==> src/rtl/bitrec_pkg.sv <==
package bitrec_pkg;

   // outcome of the early/late judgement on a decision sample
   typedef enum logic [1:0] {
      PH_HOLD  = 2'd0,
      PH_LATE  = 2'd1,
      PH_EARLY = 2'd2
   } ph_adj_e;

   // h[0] is the newest transition flag
   function automatic ph_adj_e judge(input logic two_per_bit, input logic [2:0] h);
      ph_adj_e r;
      r = PH_HOLD;
      if (two_per_bit) begin
         case (h[1:0])
            2'b01:   r = PH_LATE;
            2'b10:   r = PH_EARLY;
            default: r = PH_HOLD;
         endcase
      end else begin
         case (h)
            3'b001:  r = PH_LATE;
            3'b100:  r = PH_EARLY;
            default: r = PH_HOLD;
         endcase
      end
      return r;
   endfunction

endpackage

==> src/rtl/bitrec_sync.sv <==
module bitrec_sync #(
   parameter int STAGES = 2
) (
   input  logic clk,
   input  logic rst,
   input  logic d,
   output logic q
);
   generate
      if (STAGES < 2) begin : g_bad_stages
         $error("bitrec_sync: STAGES must be at least 2");
      end
   endgenerate

   logic [STAGES-1:0] chain;

   always_ff @(posedge clk) begin
      if (rst) chain <= '0;
      else     chain <= {chain[STAGES-2:0], d};
   end

   assign q = chain[STAGES-1];
endmodule

==> src/rtl/bitrec_edge_hist.sv <==
module bitrec_edge_hist #(
   parameter int HIST_W = 32
) (
   input  logic              clk,
   input  logic              rst,
   input  logic              tick,
   input  logic              smp,
   output logic [HIST_W-1:0] hist_now,
   output logic [HIST_W-1:0] hist_next
);
   logic prev;
   logic trans;

   always_comb begin
      trans     = smp ^ prev;
      hist_next = {hist_now[HIST_W-2:0], trans};
   end

   always_ff @(posedge clk) begin
      if (rst) begin
         prev     <= 1'b0;
         hist_now <= '0;
      end else if (tick) begin
         prev     <= smp;
         hist_now <= hist_next;
      end
   end

   // older flags move up by one place on every sample
   a_r2_shift_up: assert property (@(posedge clk) disable iff (rst)
      tick |=> (hist_now[HIST_W-1:1] == $past(hist_now[HIST_W-2:0])));

   // history only moves on a sample
   a_r2_hold_between: assert property (@(posedge clk) disable iff (rst)
      !tick |=> $stable(hist_now));
endmodule

==> src/rtl/bitrec_timer.sv <==
module bitrec_timer
   import bitrec_pkg::*;
#(
   parameter int UNIT_CLKS = 4,
   parameter int NOM_A     = 4,
   parameter int NOM_B     = 6,
   parameter int CORR_W    = 16
) (
   input  logic              clk,
   input  logic              rst,
   input  logic              two_per_bit,
   input  logic [2:0]        hist_low,
   output logic              tick,
   output logic              decide,
   output logic [CORR_W-1:0] corr_count
);
   localparam int MAX_U   = ((NOM_A > NOM_B) ? NOM_A : NOM_B) + 1;
   localparam int CNT_W   = $clog2(MAX_U * UNIT_CLKS);
   localparam logic [CNT_W-1:0]  START = CNT_W'(NOM_A * UNIT_CLKS - 1);
   localparam logic [CORR_W-1:0] C_MAX = {1'b0, {(CORR_W-1){1'b1}}};
   localparam logic [CORR_W-1:0] C_MIN = {1'b1, {(CORR_W-1){1'b0}}};

   logic [CNT_W-1:0] cnt;
   logic [CNT_W-1:0] reload;
   logic [1:0]       phase;
   logic [1:0]       last_ph;
   ph_adj_e          adj;
   int               units;

   always_comb begin
      last_ph = two_per_bit ? 2'd1 : 2'd2;
      tick    = (cnt == '0);
      decide  = tick && (phase == 2'd0);
      adj     = decide ? judge(two_per_bit, hist_low) : PH_HOLD;
      units   = two_per_bit ? NOM_B : NOM_A;
      case (adj)
         PH_LATE:  units = units + 1;
         PH_EARLY: units = units - 1;
         default:  units = units;
      endcase
      reload = CNT_W'(units * UNIT_CLKS - 1);
   end

   always_ff @(posedge clk) begin
      if (rst) begin
         cnt        <= START;
         phase      <= 2'd0;
         corr_count <= '0;
      end else if (tick) begin
         cnt   <= reload;
         phase <= (phase >= last_ph) ? 2'd0 : phase + 2'd1;
         case (adj)
            PH_LATE:  if (corr_count != C_MAX) corr_count <= corr_count + 1'b1;
            PH_EARLY: if (corr_count != C_MIN) corr_count <= corr_count - 1'b1;
            default:  corr_count <= corr_count;
         endcase
      end else begin
         cnt <= cnt - 1'b1;
      end
   end

   // triple mode phase returns to the decision sample after phase 2
   a_r3_phase_wrap: assert property (@(posedge clk) disable iff (rst)
      (tick && !two_per_bit && phase == 2'd2) |=> (phase == 2'd0));

   // double mode phase alternates
   a_r4_phase_alt: assert property (@(posedge clk) disable iff (rst)
      (tick && two_per_bit && phase == 2'd1) |=> (phase == 2'd0));

   // the debug count moves only on a decision sample
   a_r11_hold_off_decision: assert property (@(posedge clk) disable iff (rst)
      !decide |=> $stable(corr_count));
endmodule

==> src/rtl/bitrec_packer.sv <==
module bitrec_packer #(
   parameter int WORD_W = 16
) (
   input  logic              clk,
   input  logic              rst,
   input  logic              decide,
   input  logic              smp,
   output logic              word_valid,
   output logic [WORD_W-1:0] word_data
);
   localparam logic [WORD_W:0] EMPTY = {1'b1, {WORD_W{1'b0}}};

   logic            last_dec;
   logic            bit_val;
   logic [WORD_W:0] acc;
   logic [WORD_W:0] nxt;

   always_comb begin
      bit_val = (smp == last_dec);
      nxt     = {bit_val, acc[WORD_W:1]};
   end

   always_ff @(posedge clk) begin
      if (rst) begin
         last_dec   <= 1'b0;
         acc        <= EMPTY;
         word_valid <= 1'b0;
         word_data  <= '0;
      end else begin
         word_valid <= 1'b0;
         if (decide) begin
            last_dec <= smp;
            if (nxt[0]) begin
               word_data  <= nxt[WORD_W:1];
               word_valid <= 1'b1;
               acc        <= EMPTY;
            end else begin
               acc <= nxt;
            end
         end
      end
   end

   // strobe lasts a single cycle
   a_r9_strobe_single: assert property (@(posedge clk) disable iff (rst)
      word_valid |=> !word_valid);

   // a word only follows a decision sample
   a_r9_after_decide: assert property (@(posedge clk) disable iff (rst)
      word_valid |-> $past(decide));
endmodule

==> src/rtl/bitrec_dpll.sv <==
module bitrec_dpll #(
   parameter int UNIT_CLKS   = 4,
   parameter int NOM_A       = 4,
   parameter int NOM_B       = 6,
   parameter int SYNC_STAGES = 2,
   parameter int HIST_W      = 32,
   parameter int WORD_W      = 16,
   parameter int CORR_W      = 16
) (
   input  logic              clk,
   input  logic              rst,
   input  logic              rx_line,
   input  logic              two_per_bit,
   output logic              word_valid,
   output logic [WORD_W-1:0] word_data,
   output logic [HIST_W-1:0] trans_hist,
   output logic [CORR_W-1:0] corr_count
);
   generate
      if (HIST_W < 3)    begin : g_bad_hist  $error("bitrec_dpll: HIST_W below 3");  end
      if (NOM_A < 2)     begin : g_bad_noma  $error("bitrec_dpll: NOM_A below 2");   end
      if (NOM_B < 2)     begin : g_bad_nomb  $error("bitrec_dpll: NOM_B below 2");   end
      if (UNIT_CLKS < 1) begin : g_bad_unit  $error("bitrec_dpll: UNIT_CLKS below 1"); end
      if (WORD_W < 1)    begin : g_bad_word  $error("bitrec_dpll: WORD_W below 1");  end
      if (CORR_W < 2)    begin : g_bad_corr  $error("bitrec_dpll: CORR_W below 2");  end
   endgenerate

   logic              smp;
   logic              tick;
   logic              decide;
   logic [HIST_W-1:0] hist_next;

   bitrec_sync #(.STAGES(SYNC_STAGES)) u_sync (
      .clk (clk),
      .rst (rst),
      .d   (rx_line),
      .q   (smp)
   );

   bitrec_edge_hist #(.HIST_W(HIST_W)) u_hist (
      .clk       (clk),
      .rst       (rst),
      .tick      (tick),
      .smp       (smp),
      .hist_now  (trans_hist),
      .hist_next (hist_next)
   );

   bitrec_timer #(
      .UNIT_CLKS (UNIT_CLKS),
      .NOM_A     (NOM_A),
      .NOM_B     (NOM_B),
      .CORR_W    (CORR_W)
   ) u_timer (
      .clk         (clk),
      .rst         (rst),
      .two_per_bit (two_per_bit),
      .hist_low    (hist_next[2:0]),
      .tick        (tick),
      .decide      (decide),
      .corr_count  (corr_count)
   );

   bitrec_packer #(.WORD_W(WORD_W)) u_pack (
      .clk        (clk),
      .rst        (rst),
      .decide     (decide),
      .smp        (smp),
      .word_valid (word_valid),
      .word_data  (word_data)
   );
endmodule

==> config.mk <==
export PLATFORM = sky130hd
export DESIGN_NAME = bitrec_dpll
export DESIGN_NICKNAME = d
export VERILOG_FILES = /design/src/rtl/bitrec_pkg.sv /design/src/rtl/bitrec_sync.sv /design/src/rtl/bitrec_edge_hist.sv /design/src/rtl/bitrec_timer.sv /design/src/rtl/bitrec_packer.sv /design/src/rtl/bitrec_dpll.sv
export SDC_FILE = /design/constraint.sdc
export NUM_CORES = 1
export LEC_CHECK = 0
export BUFFER_PORTS_ARGS = -buffer_cell sky130_fd_sc_hd__buf_2
export CAP_MARGIN = 20
export CORE_MARGIN = 2
export CORE_UTILIZATION = 25
export DETAILED_ROUTE_END_ITERATION = 16
export PLACE_DENSITY = 0.45
export SYNTH_ARGS = -nofsm -noshare
export SYNTH_HDL_FRONTEND = slang
export SYNTH_SLANG_ARGS = --single-unit
export TNS_END_PERCENT = 50
==> constraint.sdc <==
create_clock -name clk -period 7 [get_ports clk]
set_input_delay 0.7 -clock clk [delete_from_list [all_inputs] [get_ports clk]]
set_output_delay 0.7 -clock clk [all_outputs]
set_load 0.03 [all_outputs]
Word level (Yosys, flattened, before mapping). Cells that the tools add are included.

Flip-flop bits (word level): 93. Input bits: 4. Logic and storage cells: 52.

Add/subtract/negate cells: 7. Magnitude comparators: 1. Equal/unequal tests: 11. Mux-type cells: 14. Bitwise gates (word level): 2. Reductions and logical operators: 7.

Operators with widths (number): $mux 16 (2); $pmux 16 s2 (1); $mux 17 (1); $add 16x1->16 const B (1); $ne 16x15->1 const B (1); $ne 16x16->1 const B (1); $sub 16x1->16 const B (1); $mux 2 (5); $pmux 2 s2 (2); $pmux 3 s2 (1); $logic_not 5->1 (1); $mux 5 (1); $sub 5x1->5 const B (1); $sub 5x2->5 const B (1); $eq 2x1->1 const B (2); $eq 2x2->1 const B (2); $ne 2x1->1 const B (2); $reduce_and 4->1 (1); $add 3x1->3 const B (1); $eq 3x1->1 const B (1); $eq 3x3->1 const B (1); $sub 3x1->3 const B (1); $add 2x1->2 const B (1); $ge 2x2->1 (1); other kinds (9) (9).

Depth between registers and ports, before layout. Gate-level depths: netlist of the first run.

Depth after elaboration: 9. Mapped depth: 15. Depth with buffers taken out: 15.

Modules after synthesis. A second synthesis of the first run with hierarchy kept.

Cell total of the unflattened synthesis: 514. Area, all modules: 4812.1 sq um.

Modules (own cells, without submodules): bitrec_timer (instances 1, cells each 218, area each 1859.3 sq um, seq. area each 460.4 sq um); bitrec_edge_hist (instances 1, cells each 141, area each 1455.1 sq um, seq. area each 660.6 sq um); bitrec_packer (instances 1, cells each 151, area each 1445.1 sq um, seq. area each 680.7 sq um); bitrec_sync (instances 1, cells each 4, area each 52.6 sq um, seq. area each 40.0 sq um).

Least setup slack after synthesis of the first run. No wires, ideal clock.

Path type: reg-to-reg. From: register u_timer.cnt[0]. To: register u_timer.corr_count[15]. Library setup time: 0.070 ns. Data arrival time: 3.592 ns. Path slack: 3.338 ns. Cell stages (with the launch flop): 15. Buffers on the path: 0. Clock period less this slack: 3.662 ns. Cells stage by stage: dfxtp_1 inv_1 ha_1 nor4b_4 nand2_1 nor4_1 inv_1 ha_1 ha_1 and4_1 and3_4 a311oi_2 a21oi_1 or4_1 a21oi_1.

Word-level cells in the longest chain between the ends: 6. Elaborated cells between the ends (all ways): 10.

Ends and longest elaborated chain: from (decl) (line bitrec_timer.sv:23) `logic [CNT_W-1:0] cnt;`; from (signal assigned) (line bitrec_timer.sv:50) `cnt <= reload;`; from (signal assigned) (line bitrec_timer.sv:58) `cnt <= cnt - 1'b1;`; $logic_not 5->1 * (line bitrec_timer.sv:32) `tick = (cnt == '0);`; $logic_and 1x1->1 (line bitrec_timer.sv:33) `decide = tick && (phase == 2'd0);`; $mux 2 (line bitrec_timer.sv:34) `adj = decide ? judge(two_per_bit, hist_low) : PH_HOLD;`; $eq 2x2->1 or $eq 2x1->1 (tied branches) (line bitrec_timer.sv:52) `case (adj)`; $ne 2x1->1 (no source line) or $reduce_bool 2->1 (tied branches); $reduce_and 4->1 (no source line); to (signal assigned) (line bitrec_timer.sv:53) `PH_LATE: if (corr_count != C_MAX) corr_count <= corr_count + 1'b1;`; to (signal assigned) (line bitrec_timer.sv:54) `PH_EARLY: if (corr_count != C_MIN) corr_count <= corr_count - 1'b1;`; to (signal assigned) (line bitrec_timer.sv:55) `default: corr_count <= corr_count;`; to (decl) (line bitrec_timer.sv:15) `output logic [CORR_W-1:0] corr_count`.

Every way passes the cells marked *; elsewhere a longest branch is shown, timed or not. A chain may end at the register's enable or synchronous reset.

Final worst setup path of the first run. Ends and elaborated chain as after synthesis.

==> flow_metrics.env, run 1 <==
export IMPL_run_status="finished, final reports clean"
export IMPL_ys_types=54
export IMPL_worstPathMaxFanout=34
export IMPL_cts_made_buffers=9
export IMPL_grt_pass1_wl_um=16600
export IMPL_finalNetCount=557
export IMPL_fin_tns_setup_ps=0
export IMPL_synthMuxAreaShare=0.0222
export IMPL_preCtsSetupSlack_ps=2360
export IMPL_io_pins=69
export IMPL_cts_sinks=92
export IMPL_grtUsageTotal=0.116
export IMPL_synth_area_leaders="dfxtp_1 (45%), a21oi_1 (7.9%), nand2_1 (7.4%)"
export IMPL_rows=46
export IMPL_rsz0062_at_grt="false"
export IMPL_drive_gt1_frac=0.185
export IMPL_diodes=0
export IMPL_cts_tree="done"
export IMPL_ir_drop_mv=0.123
export IMPL_wl_per_cell_um=13.1
export IMPL_synth_area_per_cell_um2=8.75
export IMPL_gp_congestion=0.835
export IMPL_max_cap_viol_count=0
export IMPL_fp_dieH_um=132
export IMPL_h_tree_depth=3
export IMPL_vias=3465
export IMPL_drt_antenna_violating_nets=0
export IMPL_drv_slew=0
export IMPL_clk_latency_ps=350
export IMPL_ys_seq_area_frac=0.447
export IMPL_initial_utilization=0.258
export IMPL_syn_to_final_growth_pct=20.5
export IMPL_ff2ff_path_depth=14
export IMPL_max_freq_mhz=216
export IMPL_critPathRequiredTime_ps=7270
export IMPL_ys_flop_type="dfxtp_1"
export IMPL_yosys_area_share_simple=0.219
export IMPL_wl_um=9810
export IMPL_cp_arrival_ps=4900
export IMPL_finClkSkew_ps=7.88
export IMPL_die_w_um=132
export IMPL_multi_input_area_um2=2130
export IMPL_yosys_area_top_type="dfxtp_1"
export IMPL_drt_iter0_drc=171
export IMPL_cts_root_buf="clkbuf_16"
export IMPL_endpoint_kind="flop"
export IMPL_tightestPinTransition_ps=1000
export IMPL_setup_violations=0
export IMPL_synth_adder_area_share=0.0747
export IMPL_antenna_found_initial=0
export IMPL_cts_hold_fix_buffers=0
export IMPL_synth_xor_area_frac=0.0361
export IMPL_setup_ws_ps=2370
export IMPL_synth_cells=471
export IMPL_clk_path_buf_depth=2
export IMPL_ys_ff_latch=92
export IMPL_vias_per_cell=4.62
export IMPL_final_hold_violation_count=0
export IMPL_portBuffers=68
export IMPL_hold_class="flop to flop"
export IMPL_drc=0
export IMPL_fin_crit_ps=4630
export IMPL_path_clk_slew_ps=70
export IMPL_die_area_um2=17500
export IMPL_first_global_vias=3349
export IMPL_postCtsSetupBuffers=0
export IMPL_regArea_um2=1840
export IMPL_syn_area_um2=4120
export IMPL_powerDensity_nw_per_um2=212
export IMPL_synth_compound_area_frac=0.166
export IMPL_synthArstFlopShare=0
export IMPL_relSlewSlack=0.330
export IMPL_synth_common_cells="dfxtp_1 (92), nand2_1 (81), a21oi_1 (65)"
export IMPL_hold_depth=1
export IMPL_hold_slack_ps=423
export IMPL_syn_nets=499
export IMPL_path_class="flop to flop"
export IMPL_synth_edf_count=0
export IMPL_drt_pre_antenna_iters=4
export IMPL_crit_path_start_kind="flop"
export IMPL_synth_top_family_by_area="simple AND/OR/NAND/NOR gates"
export IMPL_power_leakage_nw=2.11
export IMPL_final_period_utilization=0.661
export IMPL_grt_max_degree=79
export IMPL_yosysMostFrequentCell="dfxtp_1"
export IMPL_ys_warn_count=0
export IMPL_core_um2=16000
export IMPL_n_fill_cell=1732
export IMPL_grt_ovfl_total=0
export IMPL_hpwl_um=6540
export IMPL_postCtsResizedCells=0
export IMPL_netlist_area_leader_share=0.447
-- power by group --
part           switching (mW)  internal [mW]
clock                   0.216          0.290
combinational          0.0132        0.00465
sequential            0.00168          0.525
total                   0.231          0.820
-- critical path, stage by stage, from the launching register on --
cell and delay [ps]:
dfxtp_1 330, inv_1 80, ha_1 210, nor4b_4 240, nand2_1 620, nor4_1 610, inv_1 80, ha_1 470
ha_1 490, and4_1 240, and3_4 190, a311oi_2 240, a21oi_1 120, or4_1 480, a21oi_1 150
-- per-stage QoR --
stage          instances  area [um^2]   util  total power, mW
2_1_floorplan        471         4120      -            0.551
3_3_place_gp         734         4650  0.291            0.557
3_5_place_dp         734         4650  0.291            0.557
4_1_cts              750         4960  0.310             1.07
5_1_grt              750         4960  0.310             1.10
6_report             750         4960  0.310             1.05
-- layout make-up --
class | instances | share of cell area
Multi-Input combinational cell | 343 | 0.430
Clock inverter | 6 | 0.0144
Clock buffer | 10 | 0.0481
Tap cell | 216 | 0.0544
Sequential cell | 92 | 0.371
Timing Repair Buffer | 71 | 0.0731
Inverter | 12 | 0.00907
-- worst paths after layout --
kind                                     start                     end  slack (ps)
worst max register to register  u_timer.cnt[0]  u_timer.corr_count[15]        2370
worst max-delay path            u_timer.cnt[0]  u_timer.corr_count[15]        2370
worst min register to register  u_timer.cnt[0]          u_timer.cnt[0]         420
worst min-delay path            u_timer.cnt[0]          u_timer.cnt[0]         420
-- logic make-up (layout without fill, tap and decap cells) --
family / after synthesis / after routing
AO/OA/AOI/OAI: 110 / 110
XOR/XNOR: 17 / 17
adder cells (fa/ha/maj): 24 / 24
buffers and inverters: 36 / 99
flip-flops: 92 / 92
multiplexers: 9 / 9
AND/OR/NAND/NOR: 183 / 183
-- placed cells by master, fill, tap and decap left out, types with 4 or more instances in the layout --
cell type and n:
a21o_1 4, a21oi_1 65, a22o_1 15, buf_2 68, clkbuf_16 9, dfxtp_1 92
ha_1 23, inv_1 12, mux2i_1 8, nand2_1 81, nand4_1 7, nor2_1 41
nor2b_1 5, nor3_1 7, nor3b_1 15, nor4_1 5, xnor2_1 7, xor2_1 10
-- sequential cells by signal, summed over array words and instances, names as in the netlist --
name                cells
u_hist.hist_now        32
u_pack.acc             16
u_pack.word_data       16
u_timer.corr_count     16
u_timer.cnt             5
u_sync.chain            2
u_timer.phase           2
u_hist.prev             1
u_pack.last_dec         1
u_pack.word_valid       1
-- routing by layer --
metal,track usage,part of all wire,vias up
li1,-,-,1771
met1,0.146,0.48,1612
met2,0.185,0.46,69
met3,0.0246,0.041,13
met4,0.0639,0.021,0
met5,0,0,-
(Power assumes the default switching activity.)
==> inputs of run 2 (changes only) <==
- clock period: 7 -> 4.5 ns (I/O delays scaled with it)
==> run 2 against run 1 <==
Sequential share of layout area is 0.20 points higher. Final cell count is 0.27% higher. Critical path type unchanged. Via count is 0.66% lower. Highest routed layer unchanged.
==> flow_metrics.env, run 2 (synthesis results as in run 1) <==
export IMPL_p_int_mw=1.20
export IMPL_first_global_vias=3283
export IMPL_powerDensity_nw_per_um2=314
export IMPL_hold_class="input pin to flop"
export IMPL_seqPwrFrac=0.528
export IMPL_cts_root_buf="clkbuf_16"
export IMPL_worst_path_buf_inv=2
export IMPL_portBuffers=68
export IMPL_cts_sinks=92
export IMPL_fp_dieH_um=132
export IMPL_syn_to_final_growth_pct=19.9
export IMPL_setup_violations=0
export IMPL_drive_gt1_frac=0.185
export IMPL_finClkSkew_ps=6.38
export IMPL_clk_latency_ps=340
export IMPL_fin_tns_setup_ps=0
export IMPL_relSlewSlack=0.476
export IMPL_multi_input_area_um2=2130
export IMPL_cp_arrival_ps=4230
export IMPL_drt_iter0_drc=184
export IMPL_largest_reg_flops=32
export IMPL_die_w_um=132
export IMPL_gp_congestion=0.835
export IMPL_cpMaxStageDelayCell="ha_1"
export IMPL_wl_per_cell_um=12.8
export IMPL_final_hold_violation_count=0
export IMPL_cts_made_buffers=9
export IMPL_hpwl_um=6710
export IMPL_crit_path_start_kind="flop"
export IMPL_postCtsResizedCells=0
export IMPL_worstPathMaxFanout=17
export IMPL_path_clk_slew_ps=70
export IMPL_grt_max_degree=39
export IMPL_final_period_utilization=0.889
export IMPL_ir_drop_mv=0.185
export IMPL_antenna_found_initial=0
export IMPL_cpLargestDelayFamily="adder cells"
export IMPL_path_cells="inv_1, ha_1, nor4b_4, nand2_1, nor4_1, inv_1, ha_1, ha_1, a21oi_1, o21ai_1, a211oi_1, o21bai_1, xor2_1, mux2i_1, nor2_1"
export IMPL_tightestPinTransition_ps=782
export IMPL_largest_register="u_hist.hist_now"
export IMPL_io_pins=69
export IMPL_run_status="finished, final reports clean"
export IMPL_h_tree_depth=3
export IMPL_drv_slew=0
export IMPL_fin_crit_ps=4000
export IMPL_drt_antenna_violating_nets=0
export IMPL_power_leakage_nw=2.11
export IMPL_regArea_um2=1840
export IMPL_grtUsageTotal=0.113
export IMPL_drc=0
export IMPL_vias_per_cell=4.58
export IMPL_path_class="flop to flop"
export IMPL_vias=3442
export IMPL_initial_utilization=0.258
export IMPL_rows=46
export IMPL_swShare=0.226
export IMPL_endpoint_kind="flop"
export IMPL_grt_pass1_wl_um=16000
export IMPL_drt_pre_antenna_iters=4
export IMPL_max_freq_mhz=250
export IMPL_cts_tree="done"
export IMPL_postCtsSetupBuffers=0
export IMPL_p_comb_frac=0.018
export IMPL_rsz0062_at_grt="false"
export IMPL_final_cell_mix="dfxtp_1 (92), nand2_1 (81), buf_2 (68)"
export IMPL_max_cap_viol_count=0
export IMPL_diodes=0
export IMPL_cp_common_cell="ha_1"
export IMPL_hold_slack_ps=321
export IMPL_final_common_cell="dfxtp_1"
export IMPL_wl_um=9630
export IMPL_p_sw_mw=0.350
export IMPL_clk_path_buf_depth=2
export IMPL_cts_hold_fix_buffers=0
export IMPL_core_um2=16000
export IMPL_cpPeakStageDelay_ps=470
export IMPL_finalNetCount=559
export IMPL_critPathRequiredTime_ps=4730
export IMPL_grt_ovfl_total=0
export IMPL_die_area_um2=17500
export IMPL_n_fill_cell=1720
export IMPL_power_frac_clock=0.454
-- run 2: changes by cell type in the layout (fill, tap and decap cells not counted) --
cell        change
bufinv_16       -1
clkinv_4        +1
inv_8           -1
clkinv_2        +1
clkinvlp_4      -1
clkbuf_1        +2
clkbuf_8        -1
buf_4           +2
-- run 2: worst reg2reg max path, stage by stage, from the launching register on --
cell,delay [ps]
dfxtp_1,320
inv_1,80
ha_1,210
nor4b_4,340
nand2_1,120
nor4_1,380
inv_1,90
ha_1,470
ha_1,480
a21oi_1,260
o21ai_1,190
a211oi_1,470
o21bai_1,160
xor2_1,160
mux2i_1,120
nor2_1,50
-- run 2: metrics by stage --
step           power, mW  setup WS, ps   util  instances  instance area [um^2]
2_1_floorplan      0.857           838      -        471                  4120
3_3_place_gp       0.867           603  0.292        736                  4670
3_5_place_dp       0.867           492  0.292        736                  4670
4_1_cts             1.58           470  0.309        752                  4940
5_1_grt             1.62           160  0.309        752                  4940
6_report            1.55           500  0.309        752                  4940
-- run 2: worst paths after layout --
| path | startpoint | end | slack (ps) | cells past startpoint |
|---|---|---|---|---|
| worst min register to register | u_timer.cnt[0] | u_timer.cnt[0] | 410 | 1 |
| worst min-delay path | rx_line | u_sync.chain[0] | 320 | 2 |
| worst max register to register | u_timer.cnt[0] | u_timer.corr_count[12] | 500 | 15 |
| worst max-delay path | u_timer.cnt[0] | u_timer.corr_count[12] | 500 | 15 |
-- run 2: per-layer routing --
metal	vias up	global-route usage	wire length, um
li1	1767	-	-
met1	1598	0.140	4640
met4	0	0.0430	158
met5	-	0	0
met3	11	0.0323	282
met2	66	0.185	4560
-- run 2: area by class of cell --
cell class	instances	area share
flip-flops and latches	92	0.373
multi-input cells	343	0.432
clock buffers	11	0.0471
clock inverters	5	0.00735
inverters	12	0.00912
repair buffers	73	0.0765
well taps	216	0.0547
-- run 2: power by group through the flow --
stage | combinational [mW] | clock, mW | sequential (mW)
6_report | 0.0281 | 0.705 | 0.820
5_1_grt | 0.0321 | 0.772 | 0.819
4_1_cts | 0.0288 | 0.733 | 0.819
3_5_place_dp | 0.0288 | 0 | 0.838
3_3_place_gp | 0.0284 | 0 | 0.838
2_1_floorplan | 0.0192 | 0 | 0.838
==> inputs of run 3 (changes only) <==
- CORE_UTILIZATION: 25 -> 45
- PLACE_DENSITY: 0.45 -> 0.69
==> run 3 against run 2 <==
Non-clock buffer count did not move. Maximum frequency decreased by 0.80%. Final cell count down 14%. First-iteration DRC count shrank 34%. Sequential cell count unchanged. Clock power shrank 20%. Sequential share of layout area is 1.6 points higher. Critical path depth is the same. Combinational power decreased by 3%. Register-to-register slack got worse by 30 ps. Global-route usage rose by 7.0 points. Critical path type unchanged. Largest power group unchanged. Highest routed layer unchanged.
==> flow_metrics.env, run 3 (synthesis results as in run 1) <==
export IMPL_run_status="finished, final reports clean"
export IMPL_rrSetupSlack_ps=470
export IMPL_gp_congestion=0.858
export IMPL_met1_usage=0.240
export IMPL_initial_utilization=0.468
export IMPL_place_area_um2=4530
export IMPL_cts_hold_fix_buffers=0
export IMPL_fin_crit_ps=4030
export IMPL_path_clk_slew_ps=90
export IMPL_placed_cells=628
export IMPL_final_hold_violation_count=0
export IMPL_path_cells="inv_1, ha_1, nor4b_4, nand2_1, nor4_1, inv_1, ha_1, fa_1, a21oi_1, o21ai_1, a211oi_1, o21ai_1, xor2_1, mux2i_1, nor2_1"
export IMPL_io_pins=69
export IMPL_ir_drop_mv=0.154
export IMPL_postCtsSetupBuffers=0
export IMPL_endpoint_kind="flop"
export IMPL_drt_pre_antenna_iters=4
export IMPL_grtUsageTotal=0.183
export IMPL_wl_um=8750
export IMPL_hp_start="rx_line"
export IMPL_rows=34
export IMPL_cts_sinks=92
export IMPL_final_common_cell="dfxtp_1"
export IMPL_postCtsResizedCells=0
export IMPL_fp_dieH_um=99.7
export IMPL_use_met2=0.302
export IMPL_drt_iter0_drc=122
export IMPL_cp_arrival_ps=4250
export IMPL_grt_use_met3=0.0365
export IMPL_first_global_vias=3299
export IMPL_worstReg2RegStart="u_timer.cnt[0]"
export IMPL_grt_max_degree=54
export IMPL_critPathRequiredTime_ps=4720
export IMPL_hpwl_um=6080
export IMPL_max_freq_mhz=248
export IMPL_relSlewSlack=0.368
export IMPL_vias=3462
export IMPL_grt_ovfl_total=0
export IMPL_grt_pass1_wl_um=15000
export IMPL_vias_per_cell=5.38
export IMPL_postLayoutCellArea_um2=4730
export IMPL_largest_register="u_hist.hist_now"
export IMPL_largest_reg_flops=32
export IMPL_power_leakage_nw=2.07
export IMPL_setup_violations=0
export IMPL_antenna_found_initial=0
export IMPL_worstPathMaxFanout=17
export IMPL_crit_path_start_kind="flop"
export IMPL_finalNetCount=559
export IMPL_max_cap_viol_count=0
export IMPL_finClkSkew_ps=9.52
export IMPL_rsz0062_at_grt="false"
export IMPL_cts_root_buf="clkbuf_8"
export IMPL_die_w_um=99.7
export IMPL_clk_path_buf_depth=2
export IMPL_drv_slew=0
export IMPL_h_tree_depth=3
export IMPL_diodes=0
export IMPL_core_um2=8810
export IMPL_fin_tns_setup_ps=0
export IMPL_final_period_utilization=0.896
export IMPL_hold_class="input pin to flop"
export IMPL_cpMaxStageDelayCell="fa_1"
export IMPL_r2r_end="u_timer.corr_count[14]"
export IMPL_powerDensity_nw_per_um2=298
export IMPL_final_cell_mix="dfxtp_1 (92), nand2_1 (81), buf_2 (68)"
export IMPL_drive_gt1_frac=0.187
export IMPL_drc=0
export IMPL_final_cells=644
export IMPL_power_mw=1.41
export IMPL_ff2ff_path_depth=15
export IMPL_syn_to_final_growth_pct=14.9
export IMPL_hold_end="u_sync.chain[0]"
export IMPL_top_usage_layer="met2"
export IMPL_cts_tree="done"
export IMPL_drt_antenna_violating_nets=0
export IMPL_tightestPinTransition_ps=947
export IMPL_path_class="flop to flop"
export IMPL_clk_latency_ps=360
export IMPL_wl_per_cell_um=13.6
export IMPL_cpPeakStageDelay_ps=530
export IMPL_die_area_um2=9940
export IMPL_portBuffers=68
export IMPL_cts_made_buffers=9
export IMPL_hold_depth=2
[run 3: layout make-up]
class	count	area (um^2)
clock buffer	10	128
clock inverter	6	71.3
fill	858	4070
inverter	12	45.0
multi-input combinational	343	2130
sequential	92	1840
tap	108	135
timing repair buffer	73	378
[run 3: critical path: cells and delay by family (launching register included)]
kind | cells | cell delay, ps
fa+ha+maj | 3 | 1210
compound gates | 4 | 1040
simple gates | 4 | 860
flops | 1 | 330
buf+inv | 2 | 170
xor+xnor | 1 | 160
mux | 1 | 120
[run 3: where the power goes]
group | internal [mW] | switching [mW]
Combinational | 0.00728 | 0.0199
Sequential | 0.816 | 0.00252
Clock | 0.263 | 0.302
[run 3: stage by stage]
stage / utilization / hold WS (ps) / setup slack (ps)
after CTS: 0.538 / 321 / 468
after floorplan: - / 371 / 838
after global placement: 0.515 / 380 / 729
after global routing: 0.538 / 313 / 119
final: 0.538 / 328 / 467
after detailed placement: 0.515 / 391 / 489
[run 3: worst max path at each step]
stage / startpoint / endpoint / slack, ps
floorplan: u_timer.cnt[0] / u_timer.corr_count[15] / 840
global placement: u_timer.cnt[0] / u_timer.corr_count[15] / 730
detailed placement: u_timer.cnt[0] / u_timer.corr_count[14] / 490
CTS: u_timer.cnt[0] / u_timer.corr_count[14] / 470
global route: u_timer.cnt[1] / u_timer.corr_count[12] / 120
finish: u_timer.cnt[0] / u_timer.corr_count[14] / 470
[run 3: routing by layer]
metal | up-vias | share of wire
li1 | 1765 | -
met1 | 1632 | 0.49
met2 | 53 | 0.47
met3 | 12 | 0.029
met4 | 0 | 0.012
met5 | - | 0
